### src/rtl/lstm_gu_pkg.sv
// Package: Q4.12 fixed-point type, constants and saturating arithmetic
// shared by the gate activation / state update block.
// Assumes signed 16-bit data with 12 fractional bits throughout.
package lstm_gu_pkg;

    localparam int DATA_W = 16;
    localparam int FRAC   = 12;

    typedef logic signed [DATA_W-1:0] q412_t;

    localparam q412_t Q_ONE     = 16'sh1000;
    localparam q412_t Q_HALF    = 16'sh0800;
    localparam q412_t Q_NEG_ONE = -16'sh1000;
    localparam q412_t Q_MAX     = 16'sh7FFF;
    localparam q412_t Q_MIN     = -16'sh8000;

    // gate slot numbering inside the per-element activation vector
    localparam int G_IN   = 0;
    localparam int G_FGT  = 1;
    localparam int G_OUT  = 2;
    localparam int G_CAND = 3;
    localparam int N_GATE = 4;

    // clamp a wide signed value to the 16-bit range
    function automatic q412_t sat16(input logic signed [31:0] v);
        if (v > 32'sd32767)       return Q_MAX;
        else if (v < -32'sd32768) return Q_MIN;
        else                      return v[DATA_W-1:0];
    endfunction

    // Q4.12 multiply with floor rescale and saturation
    function automatic q412_t qmul(input q412_t a, input q412_t b);
        logic signed [31:0] p;
        p = 32'(a) * 32'(b);
        return sat16(p >>> FRAC);
    endfunction

    // Q4.12 saturating add
    function automatic q412_t qadd(input q412_t a, input q412_t b);
        logic signed [DATA_W:0] s;
        s = {a[DATA_W-1], a} + {b[DATA_W-1], b};
        return sat16(32'(s));
    endfunction

endpackage

### src/rtl/lstm_hard_act.sv
// Piecewise-linear activation in Q4.12.
// TANH=0: clamp(x/4 + 0.5, 0, 1); TANH=1: clamp(x, -1, +1).
// Purely combinational; assumes arithmetic shift is acceptable as x/4.
module lstm_hard_act
    import lstm_gu_pkg::*;
#(
    parameter bit TANH = 1'b0
) (
    input  q412_t x,
    output q412_t y
);

    generate
        if (TANH) begin : g_tanh
            // clamp the input into the unit band
            always_comb begin
                if (x > Q_ONE)          y = Q_ONE;
                else if (x < Q_NEG_ONE) y = Q_NEG_ONE;
                else                    y = x;
            end
        end else begin : g_sig
            q412_t lin;
            // scaled and offset line, then clamp to [0, 1]
            always_comb begin
                lin = (x >>> 2) + Q_HALF;
                if (lin > Q_ONE)      y = Q_ONE;
                else if (lin < 16'sd0) y = '0;
                else                  y = lin;
            end
        end
    endgenerate

endmodule

### src/rtl/lstm_state_mem.sv
// Cell and hidden state storage, one slot per {layer, element}.
// One write port (both values), one cell read port for the update path,
// one hidden read port for the consumer. Reads are combinational and
// return the pre-write value in a write cycle. Assumes HIDDEN is a power of two.
module lstm_state_mem
    import lstm_gu_pkg::*;
#(
    parameter int HIDDEN     = 32,
    parameter int NUM_LAYERS = 2,
    localparam int IDX_W   = $clog2(HIDDEN),
    localparam int LAYER_W = (NUM_LAYERS > 1) ? $clog2(NUM_LAYERS) : 1,
    localparam int DEPTH   = NUM_LAYERS * HIDDEN
) (
    input  logic               clk,
    input  logic               rst_n,
    input  logic               clr,
    input  logic               wr_en,
    input  logic [LAYER_W-1:0] wr_layer,
    input  logic [IDX_W-1:0]   wr_idx,
    input  q412_t              wr_c,
    input  q412_t              wr_h,
    input  logic [LAYER_W-1:0] rc_layer,
    input  logic [IDX_W-1:0]   rc_idx,
    output q412_t              rc_c,
    input  logic [LAYER_W-1:0] rh_layer,
    input  logic [IDX_W-1:0]   rh_idx,
    output q412_t              rh_h
);

    localparam int ADDR_W = LAYER_W + IDX_W;

    q412_t c_mem [DEPTH];
    q412_t h_mem [DEPTH];

    logic [ADDR_W-1:0] wa, rca, rha;
    assign wa  = {wr_layer, wr_idx};
    assign rca = {rc_layer, rc_idx};
    assign rha = {rh_layer, rh_idx};

    // clear on reset or init, otherwise write one slot
    always_ff @(posedge clk) begin
        if (!rst_n || clr) begin
            for (int k = 0; k < DEPTH; k++) begin
                c_mem[k] <= '0;
                h_mem[k] <= '0;
            end
        end else if (wr_en) begin
            c_mem[wa] <= wr_c;
            h_mem[wa] <= wr_h;
        end
    end

    // asynchronous read ports
    assign rc_c = c_mem[rca];
    assign rh_h = h_mem[rha];

endmodule

### src/rtl/lstm_cell_calc.sv
// Combinational state update for one element:
// c_new = f*c_old + i*g, h_new = o*clamp(c_new), all saturating Q4.12.
// Assumes gate inputs are already activated.
module lstm_cell_calc
    import lstm_gu_pkg::*;
(
    input  q412_t a_in,
    input  q412_t a_fgt,
    input  q412_t a_out,
    input  q412_t a_cand,
    input  q412_t c_old,
    output q412_t c_new,
    output q412_t h_new
);

    q412_t keep_term, add_term, c_clamp;

    // forget-scaled old state plus gated candidate
    always_comb begin
        keep_term = qmul(a_fgt, c_old);
        add_term  = qmul(a_in, a_cand);
        c_new     = qadd(keep_term, add_term);
    end

    lstm_hard_act #(.TANH(1'b1)) u_cclamp (
        .x (c_new),
        .y (c_clamp)
    );

    // output-gated squashed cell
    always_comb h_new = qmul(a_out, c_clamp);

endmodule

### src/rtl/lstm_gate_update.sv
// Top: LSTM gate activation and state update, two-stage pipeline.
// Stage A activates the four pre-activations and fetches the old cell value
// (forwarded from stage A when the same slot is updated back to back).
// Stage B computes the new state, writes it to storage and presents it.
// Assumes HIDDEN is a power of two; init has priority over any element.
module lstm_gate_update
    import lstm_gu_pkg::*;
#(
    parameter int HIDDEN     = 32,
    parameter int NUM_LAYERS = 2,
    parameter int SEQ_LEN    = 50,
    localparam int IDX_W   = $clog2(HIDDEN),
    localparam int LAYER_W = (NUM_LAYERS > 1) ? $clog2(NUM_LAYERS) : 1,
    localparam int STEP_W  = $clog2(SEQ_LEN + 1)
) (
    input  logic                clk,
    input  logic                rst_n,
    input  logic                init,
    input  logic                in_valid,
    input  logic [LAYER_W-1:0]  in_layer,
    input  logic [IDX_W-1:0]    in_idx,
    input  logic signed [15:0]  pre_i,
    input  logic signed [15:0]  pre_f,
    input  logic signed [15:0]  pre_o,
    input  logic signed [15:0]  pre_g,
    input  logic [LAYER_W-1:0]  rd_layer,
    input  logic [IDX_W-1:0]    rd_idx,
    output logic signed [15:0]  rd_h,
    output logic                out_valid,
    output logic [LAYER_W-1:0]  out_layer,
    output logic [IDX_W-1:0]    out_idx,
    output logic signed [15:0]  out_c,
    output logic signed [15:0]  out_h,
    output logic                seq_done
);

    localparam logic [IDX_W-1:0]   LAST_IDX   = IDX_W'(HIDDEN - 1);
    localparam logic [LAYER_W-1:0] LAST_LAYER = LAYER_W'(NUM_LAYERS - 1);
    localparam logic [STEP_W-1:0]  LAST_STEP  = STEP_W'(SEQ_LEN - 1);

    // ---------------- stage A: activation ----------------
    q412_t pre_v [N_GATE];
    q412_t act_v [N_GATE];

    assign pre_v[G_IN]   = pre_i;
    assign pre_v[G_FGT]  = pre_f;
    assign pre_v[G_OUT]  = pre_o;
    assign pre_v[G_CAND] = pre_g;

    for (genvar g = 0; g < N_GATE; g++) begin : g_act
        lstm_hard_act #(.TANH(g == G_CAND)) u_act (
            .x (pre_v[g]),
            .y (act_v[g])
        );
    end

    logic               a_valid;
    logic [LAYER_W-1:0] a_layer;
    logic [IDX_W-1:0]   a_idx;
    q412_t              a_act [N_GATE];
    q412_t              a_cold;

    q412_t mem_c, calc_c, calc_h, c_fetch;
    logic  fwd_hit;

    // same slot held in stage A: take its fresh result instead of storage
    assign fwd_hit = a_valid && (a_layer == in_layer) && (a_idx == in_idx);
    assign c_fetch = fwd_hit ? calc_c : mem_c;

    // stage A register: activated gates, old cell value, tag
    always_ff @(posedge clk) begin
        if (!rst_n || init) begin
            a_valid <= 1'b0;
            a_layer <= '0;
            a_idx   <= '0;
            a_cold  <= '0;
            for (int k = 0; k < N_GATE; k++) a_act[k] <= '0;
        end else begin
            a_valid <= in_valid;
            if (in_valid) begin
                a_layer <= in_layer;
                a_idx   <= in_idx;
                a_cold  <= c_fetch;
                for (int k = 0; k < N_GATE; k++) a_act[k] <= act_v[k];
            end
        end
    end

    // ---------------- stage B: state update ----------------
    lstm_cell_calc u_calc (
        .a_in   (a_act[G_IN]),
        .a_fgt  (a_act[G_FGT]),
        .a_out  (a_act[G_OUT]),
        .a_cand (a_act[G_CAND]),
        .c_old  (a_cold),
        .c_new  (calc_c),
        .h_new  (calc_h)
    );

    lstm_state_mem #(
        .HIDDEN     (HIDDEN),
        .NUM_LAYERS (NUM_LAYERS)
    ) u_mem (
        .clk      (clk),
        .rst_n    (rst_n),
        .clr      (init),
        .wr_en    (a_valid),
        .wr_layer (a_layer),
        .wr_idx   (a_idx),
        .wr_c     (calc_c),
        .wr_h     (calc_h),
        .rc_layer (in_layer),
        .rc_idx   (in_idx),
        .rc_c     (mem_c),
        .rh_layer (rd_layer),
        .rh_idx   (rd_idx),
        .rh_h     (rd_h)
    );

    logic [STEP_W-1:0] step_cnt;
    logic              last_elem;

    assign last_elem = a_valid && (a_idx == LAST_IDX) && (a_layer == LAST_LAYER);

    // stage B register: presented results
    always_ff @(posedge clk) begin
        if (!rst_n || init) begin
            out_valid <= 1'b0;
            out_layer <= '0;
            out_idx   <= '0;
            out_c     <= '0;
            out_h     <= '0;
        end else begin
            out_valid <= a_valid;
            if (a_valid) begin
                out_layer <= a_layer;
                out_idx   <= a_idx;
                out_c     <= calc_c;
                out_h     <= calc_h;
            end
        end
    end

    // step counter and end-of-sequence pulse
    always_ff @(posedge clk) begin
        if (!rst_n || init) begin
            step_cnt <= '0;
            seq_done <= 1'b0;
        end else begin
            seq_done <= 1'b0;
            if (last_elem) begin
                if (step_cnt == LAST_STEP) begin
                    step_cnt <= '0;
                    seq_done <= 1'b1;
                end else begin
                    step_cnt <= step_cnt + 1'b1;
                end
            end
        end
    end

    // ---------------- assertions ----------------
    // activated gates stay in [0, 1]
    a_r1_gate_range: assert property (@(posedge clk) disable iff (!rst_n)
        a_valid |-> (a_act[G_IN]  >= 0 && a_act[G_IN]  <= Q_ONE &&
                     a_act[G_FGT] >= 0 && a_act[G_FGT] <= Q_ONE &&
                     a_act[G_OUT] >= 0 && a_act[G_OUT] <= Q_ONE));

    // activated candidate stays in [-1, 1]
    a_r2_cand_range: assert property (@(posedge clk) disable iff (!rst_n)
        a_valid |-> (a_act[G_CAND] >= Q_NEG_ONE && a_act[G_CAND] <= Q_ONE));

    // presented hidden value is bounded by one
    a_r4_h_bounded: assert property (@(posedge clk) disable iff (!rst_n)
        out_valid |-> (out_h >= Q_NEG_ONE && out_h <= Q_ONE));

    // a result needs an element accepted two edges earlier, no init since
    a_r6_latency: assert property (@(posedge clk) disable iff (!rst_n)
        out_valid |-> ($past(in_valid, 2) && !$past(init, 1) && !$past(init, 2)));

    // init leaves no result and zero state behind
    a_r8_init_quiet: assert property (@(posedge clk) disable iff (!rst_n)
        init |=> (!out_valid && rd_h == 16'sd0));

    // done only with the last element of the last layer
    a_r10_done_last: assert property (@(posedge clk) disable iff (!rst_n)
        seq_done |-> (out_valid && out_idx == LAST_IDX && out_layer == LAST_LAYER));

endmodule

### config.mk
export PLATFORM = sky130hd
export DESIGN_NAME = lstm_gate_update
export DESIGN_NICKNAME = d
export VERILOG_FILES = /design/src/rtl/lstm_gu_pkg.sv /design/src/rtl/lstm_hard_act.sv /design/src/rtl/lstm_state_mem.sv /design/src/rtl/lstm_cell_calc.sv /design/src/rtl/lstm_gate_update.sv
export SDC_FILE = /design/constraint.sdc
export NUM_CORES = 2
export LEC_CHECK = 0
export BUFFER_PORTS_ARGS = -buffer_cell sky130_fd_sc_hd__buf_4
export CORE_ASPECT_RATIO = 2
export CORE_UTILIZATION = 35
export DETAILED_ROUTE_END_ITERATION = 7
export HOLD_SLACK_MARGIN = 0.06
export PLACE_DENSITY = 0.57
export SYNTH_ARGS = -nofsm -noshare
export SYNTH_HDL_FRONTEND = slang
export SYNTH_HIERARCHICAL = 1
export SYNTH_SLANG_ARGS = --single-unit
### constraint.sdc
create_clock -name clk -period 19.65 [get_ports clk]
set_clock_uncertainty 0.2 [all_clocks]
set_input_delay 0.9825 -clock clk [delete_from_list [all_inputs] [get_ports clk]]
set_output_delay 0.9825 -clock clk [all_outputs]
set_load 0.005 [all_outputs]
; ---- Word level (Yosys, flattened, before mapping)
; Memories as Yosys holds them, arrays and structs flattened. A register that Yosys moved wholly into a read port is not among the register bits.
; Cells that the tools add are included.
[word_totals]
ff_bits = 53
mem_bits_rw = 2112
inputBits = 80
out_inout_bits = 56
wordCells = 91
memories = 3
[mem_list]
columns = memory, words, width, read_ports, rd_ports_with_merged_regs, write_ports, line_no
row1 = u_mem.c_mem, 64, 16, 1, 1, 64, lstm_state_mem.sv:32  ; q412_t c_mem [DEPTH];
row2 = u_mem.h_mem, 64, 16, 1, 0, 64, lstm_state_mem.sv:33  ; q412_t h_mem [DEPTH];
row3 = a_act, 4, 16, 4, 0, 4, lstm_gate_update.sv:60  ; q412_t a_act [N_GATE];
[classes]
add_sub_neg = 5
mul = 3
magnitude_cmp = 18
eq_ne = 2
n_mux = 38
bitwise_logic = 5
reduce_logical = 7
[ops]
columns = op, count
row1 = $mux W16, 24
row2 = $mul A16 B16 Y32, 3
row3 = $gt A16 B14 Y1 const B, 5
row4 = $gt A20 B16 Y1 const B, 3
row5 = $lt A20 B16 Y1 const B, 3
row6 = $lt A16 B1 Y1 const B, 3
row7 = $add A14 B13 Y15 const B, 3
row8 = $lt A16 B13 Y1 const B, 2
row9 = $reduce_or A16 Y1, 2
row10 = $mux W6, 3
row11 = $add A16 B16 Y17, 1
row12 = $gt A17 B16 Y1 const B, 1
row13 = $lt A17 B16 Y1 const B, 1
row14 = $mux W1, 11
row15 = $add A6 B1 Y6 const B, 1
row16 = $eq A6 B6 Y1 const B, 1
row17 = $eq A5 B5 Y1 const B, 1
row18 = $or A1 B1 Y1, 4
row19 = $logic_and A1 B1 Y1, 2
row20 = $reduce_or A2 Y1, 1
row21 = $logic_not A1 Y1, 1
row22 = $logic_or A1 B1 Y1, 1
row23 = $not A1 Y1, 1

; ---- Longest topological paths before layout
[depth]
word_depth = 16
depth_mapped = 71
ltp_nobuf = 63

; ---- Cells and area by module
; The synthesis kept the hierarchy.
[by_module_without_submodules]
columns = module, instances, cells_per_inst, area_per_inst_um2, seq_area_each_um2
row1 = lstm_state_mem, 1, 5844, 93004.2, 61499.0
row2 = lstm_cell_calc, 1, 3335, 29938.7, 0.0
row3 = lstm_gate_update, 1, 446, 5186.2, 3303.2
row4 = lstm_hard_act at g_act[0].u_act ..., 3, 31, 257.7, 0.0
row5 = lstm_hard_act at g_act[3].u_act ..., 2, 39, 304.0, 0.0

; ---- Worst setup path before layout
; No wires, ideal clock.
[synth_path]
path_kind = register to register
start = memory a_act[3][1] (netlist bit)
end = memory u_mem/h_mem[0][10] (netlist bit), data pin
setup_ns = 0.255
arrival_ns = 15.956
required_time_ns = 19.195
path_slack_ns = 3.240
path_stages_with_launch = 63
path_buffers = 9
synth_period_minus_slack_ns = 16.410
cell_sequence = edfxtp_1 clkbuf_1 nand2_1 inv_1 fa_1 fa_1 inv_1 fa_1 fa_1 inv_1 fa_1 fa_1 ha_1 clkbuf_1 a21oi_1 nor3b_1 a2111oi_0 o211ai_1 [... 27 more ...] fa_1 fa_1 fa_1 inv_1 ha_1 a21oi_1 o21ai_1 nand3_1 nand3b_1 a221oi_4 a211oi_2 or4_4 a32oi_4 buf_8 o21ai_2 buf_1 clkbuf_1 and2_1
[synth_lines]
columns = element, line_no
row1 = start: declaration, lstm_gate_update.sv:60
row2 = end: declaration, lstm_state_mem.sv:33

==> results_dict.tcl <==
set metrics [dict create \
    status "finished clean" \
    grt_first_pass_wirelength_um 592000 \
    final_cell_mix "and2_1, edfxtp_1, inv_1" \
    min_to "out_c[14]" \
    relSlewSlack_pct 8.26 \
    path_class "flip-flop to flip-flop" \
    cts.clk_slew.worst_paths_ns 0.06 \
    core-area_um2 368000 \
    drtAntennaViolNets 0 \
    grt_max_degree 104 \
    portBuffers 129 \
    vias_per_cell 5.30 \
    r2r-end "u_mem/h_mem[24][0]" \
    synthFlopType "edfxtp_1" \
    rows 315 \
    routedWlPerCell_um 28.1 \
    cts_made_buffers 205 \
    die_x_um 432 \
    fin_setup_tns_ns 0 \
    tightest_slew_ns 1.34 \
    drt_iter0_drc 6007 \
    synthesis.area_um2 130000 \
    vias 77800 \
    hp-class "flip-flop to flip-flop" \
    grt_overflow 0 \
    path_common_cell "fa_1" \
    syn_inst 9796 \
    start_util_pct 35.2 \
    r2r_cells 62 \
    timing.fmax_ghz 0.0528 \
    timing.rr.start "a_act[1][15]" \
    cts_buffer_depth 4 \
    ys_types 92 \
    min_from "out_c[14]" \
    critPathMaxFanout 65 \
    period_needed_ns 18.94 \
    critical_path_required_ns 20.03 \
    grtUsageTotal_pct 22.2 \
    async_flop_share_pct 0 \
    min_period_over_period_pct 96.4 \
    yosysSeqAreaShare_pct 50.0 \
    gp_congestion 0.896 \
    synth_area_per_cell_um2 13.2 \
    num-fill-cells 34600 \
    setup_viol 0 \
    post-route-drc-count 0 \
    antenna_found_initial 30 \
    place_ws_ns 0.240 \
    io_pins 136 \
    holdPathStages 2 \
    drv_slew 0 \
    drt-pass1-iter-count 6 \
    clk_latency_ns 0.92 \
    r2r_slack_ns 0.71 \
    rsz0062_at_grt "false" \
    worstSetupEndpointType "flip-flop" \
    areaGrowthSynthToFinish_pct 10.9 \
    cap_violations 0 \
    grt_pass1_vias 84700 \
    ys_warn_count 6 \
    die_h_um 862 \
    cts_sinks 2181 \
    layout_commonest_cell "and2_1" \
    yosys_register_bits 2181 \
    htree_levels 4 \
    hold_viol 0 \
    routed_wirelength_um 413000 \
    postCtsHoldBufs 0 \
    fin_ws_ns 0.711 \
    cts_tree "yes" \
    cts_root_buffer "clkbuf_16" \
    cp.arrival_ns 19.32 \
    crit_path_start_kind "flip-flop" \
    layout.nets 10700 \
    die_area_um2 373000 \
    crit_path_max_incr_delay_ns 0.65 \
    drive_above_1_share_pct 15.3 \
    dp_hpwl_um 274000 \
    synth_edf_count 2112 \
    cp_slowest_cell "fa_1" \
]
## worst max path at each step
stage	endpoint	from	cells past startpoint
after floorplan	u_mem/h_mem[0][10]	a_act[3][1]	62
after global placement	u_mem/h_mem[16][14]	a_act[3][1]	59
after detailed placement	u_mem/h_mem[23][14]	a_act[3][1]	60
after CTS	u_mem/h_mem[23][14]	a_act[3][1]	59
after global routing	u_mem/h_mem[9][4]	a_act[0][15]	62
final	u_mem/h_mem[24][0]	a_act[1][15]	62
## layout make-up
cell class	instances	area, µm²	share of cell area [%]
multi-input cells	5949	59600	41.5
well taps	4913	6150	4.28
flip-flops and latches	2181	64800	45.1
inverters	878	3300	2.29
clock buffers	253	5470	3.81
diodes	22	55.1	0.0383
clock inverters	114	1240	0.865
repair buffers	365	3000	2.09
## cell usage after synthesis, types with 9 or more instances
master / count / area share [%]
a211oi_1: 24 / 0.14
a21o_1: 46 / 0.27
a21oi_1: 127 / 0.49
a21oi_2: 20 / 0.14
a221o_1: 12 / 0.093
a221oi_1: 12 / 0.081
a31oi_1: 16 / 0.077
and2_1: 2383 / 12
and3_1: 73 / 0.35
buf_1: 51 / 0.15
buf_2: 75 / 0.29
buf_4: 36 / 0.21
buf_6: 17 / 0.15
clkbuf_1: 610 / 1.8
dfxtp_1: 69 / 1.1
edfxtp_1: 2112 / 49
fa_1: 784 / 12
ha_1: 260 / 2.5
inv_1: 878 / 2.5
mux2_2: 62 / 0.54
mux2i_1: 128 / 0.99
mux4_2: 524 / 9.1
nand2_1: 476 / 1.4
nand2b_1: 70 / 0.34
nand3_1: 30 / 0.12
nand4_1: 29 / 0.14
nor2_1: 188 / 0.54
nor2b_1: 20 / 0.097
nor3_1: 32 / 0.12
nor3b_1: 41 / 0.24
nor4_1: 11 / 0.053
o21a_1: 17 / 0.099
o21ai_0: 183 / 0.71
o21ai_2: 11 / 0.074
o221a_1: 9 / 0.078
o221ai_1: 25 / 0.17
o22a_1: 13 / 0.088
o22ai_1: 45 / 0.22
o31a_1: 11 / 0.074
o31ai_1: 14 / 0.081
or3_1: 18 / 0.087
xnor2_1: 68 / 0.46
xor2_1: 40 / 0.27
## sequential cells by signal (all words and copies together), names as in the netlist, 5 cells and up
register and count:
out_c 16, u_mem/c_mem 1024, step_cnt 6, out_idx 5, u_mem/h_mem 1024, a_act 64
a_cold 16, out_h 16, a_idx 5
## worst max-delay path, delay by kind of cell (launching register included)
| kind | cells | cell delay, ns |
|---|---|---|
| AO/OA/AOI/OAI | 19 | 4.37 |
| XOR/XNOR | 1 | 0.57 |
| adder cells (fa/ha/maj) | 15 | 7.61 |
| buffers and inverters | 15 | 2.55 |
| flip-flops | 1 | 0.62 |
| AND/OR/NAND/NOR | 12 | 2.46 |
## stage by stage
stage               cells  utilization [%]  hold slack, ns  instance area [µm²]
global placement    14300             37.2           0.277               137000
CTS                 14600             39.0           0.298               144000
finish              14700             39.0           0.302               144000
floorplan            9802                -           0.267               130000
global route        14700             39.0           0.326               144000
detailed placement  14300             37.2           0.287               137000
## what timing repair did
item	CTS	global route
setup buffers	0	7
gates resized for setup	0	8
setup endpoints to repair	0	1007
## logic make-up after synthesis
group | after synthesis | synth area share (%)
AO/OA/AOI/OAI | 672 | 3.56
flip-flops | 2181 | 50.0
adder cells (fa/ha/maj) | 1044 | 14.6
XOR/XNOR | 108 | 0.730
AND/OR/NAND/NOR | 3402 | 15.2
buffers and inverters | 1672 | 5.15
other | 3 | 0.00869
multiplexers | 714 | 10.6
## layer usage
layer / track usage [%] / share of wire, % / wire length, µm
met4: 16.8 / 8.9 / 36900
met3: 2.76 / 5.3 / 21900
met1: 22.5 / 32 / 134000
met5: 0 / 0.014 / 57
met2: 41.1 / 53 / 220000
Power is not shown: default switching activity piles up to over one toggle a cycle in this logic, so the estimate is an artifact.
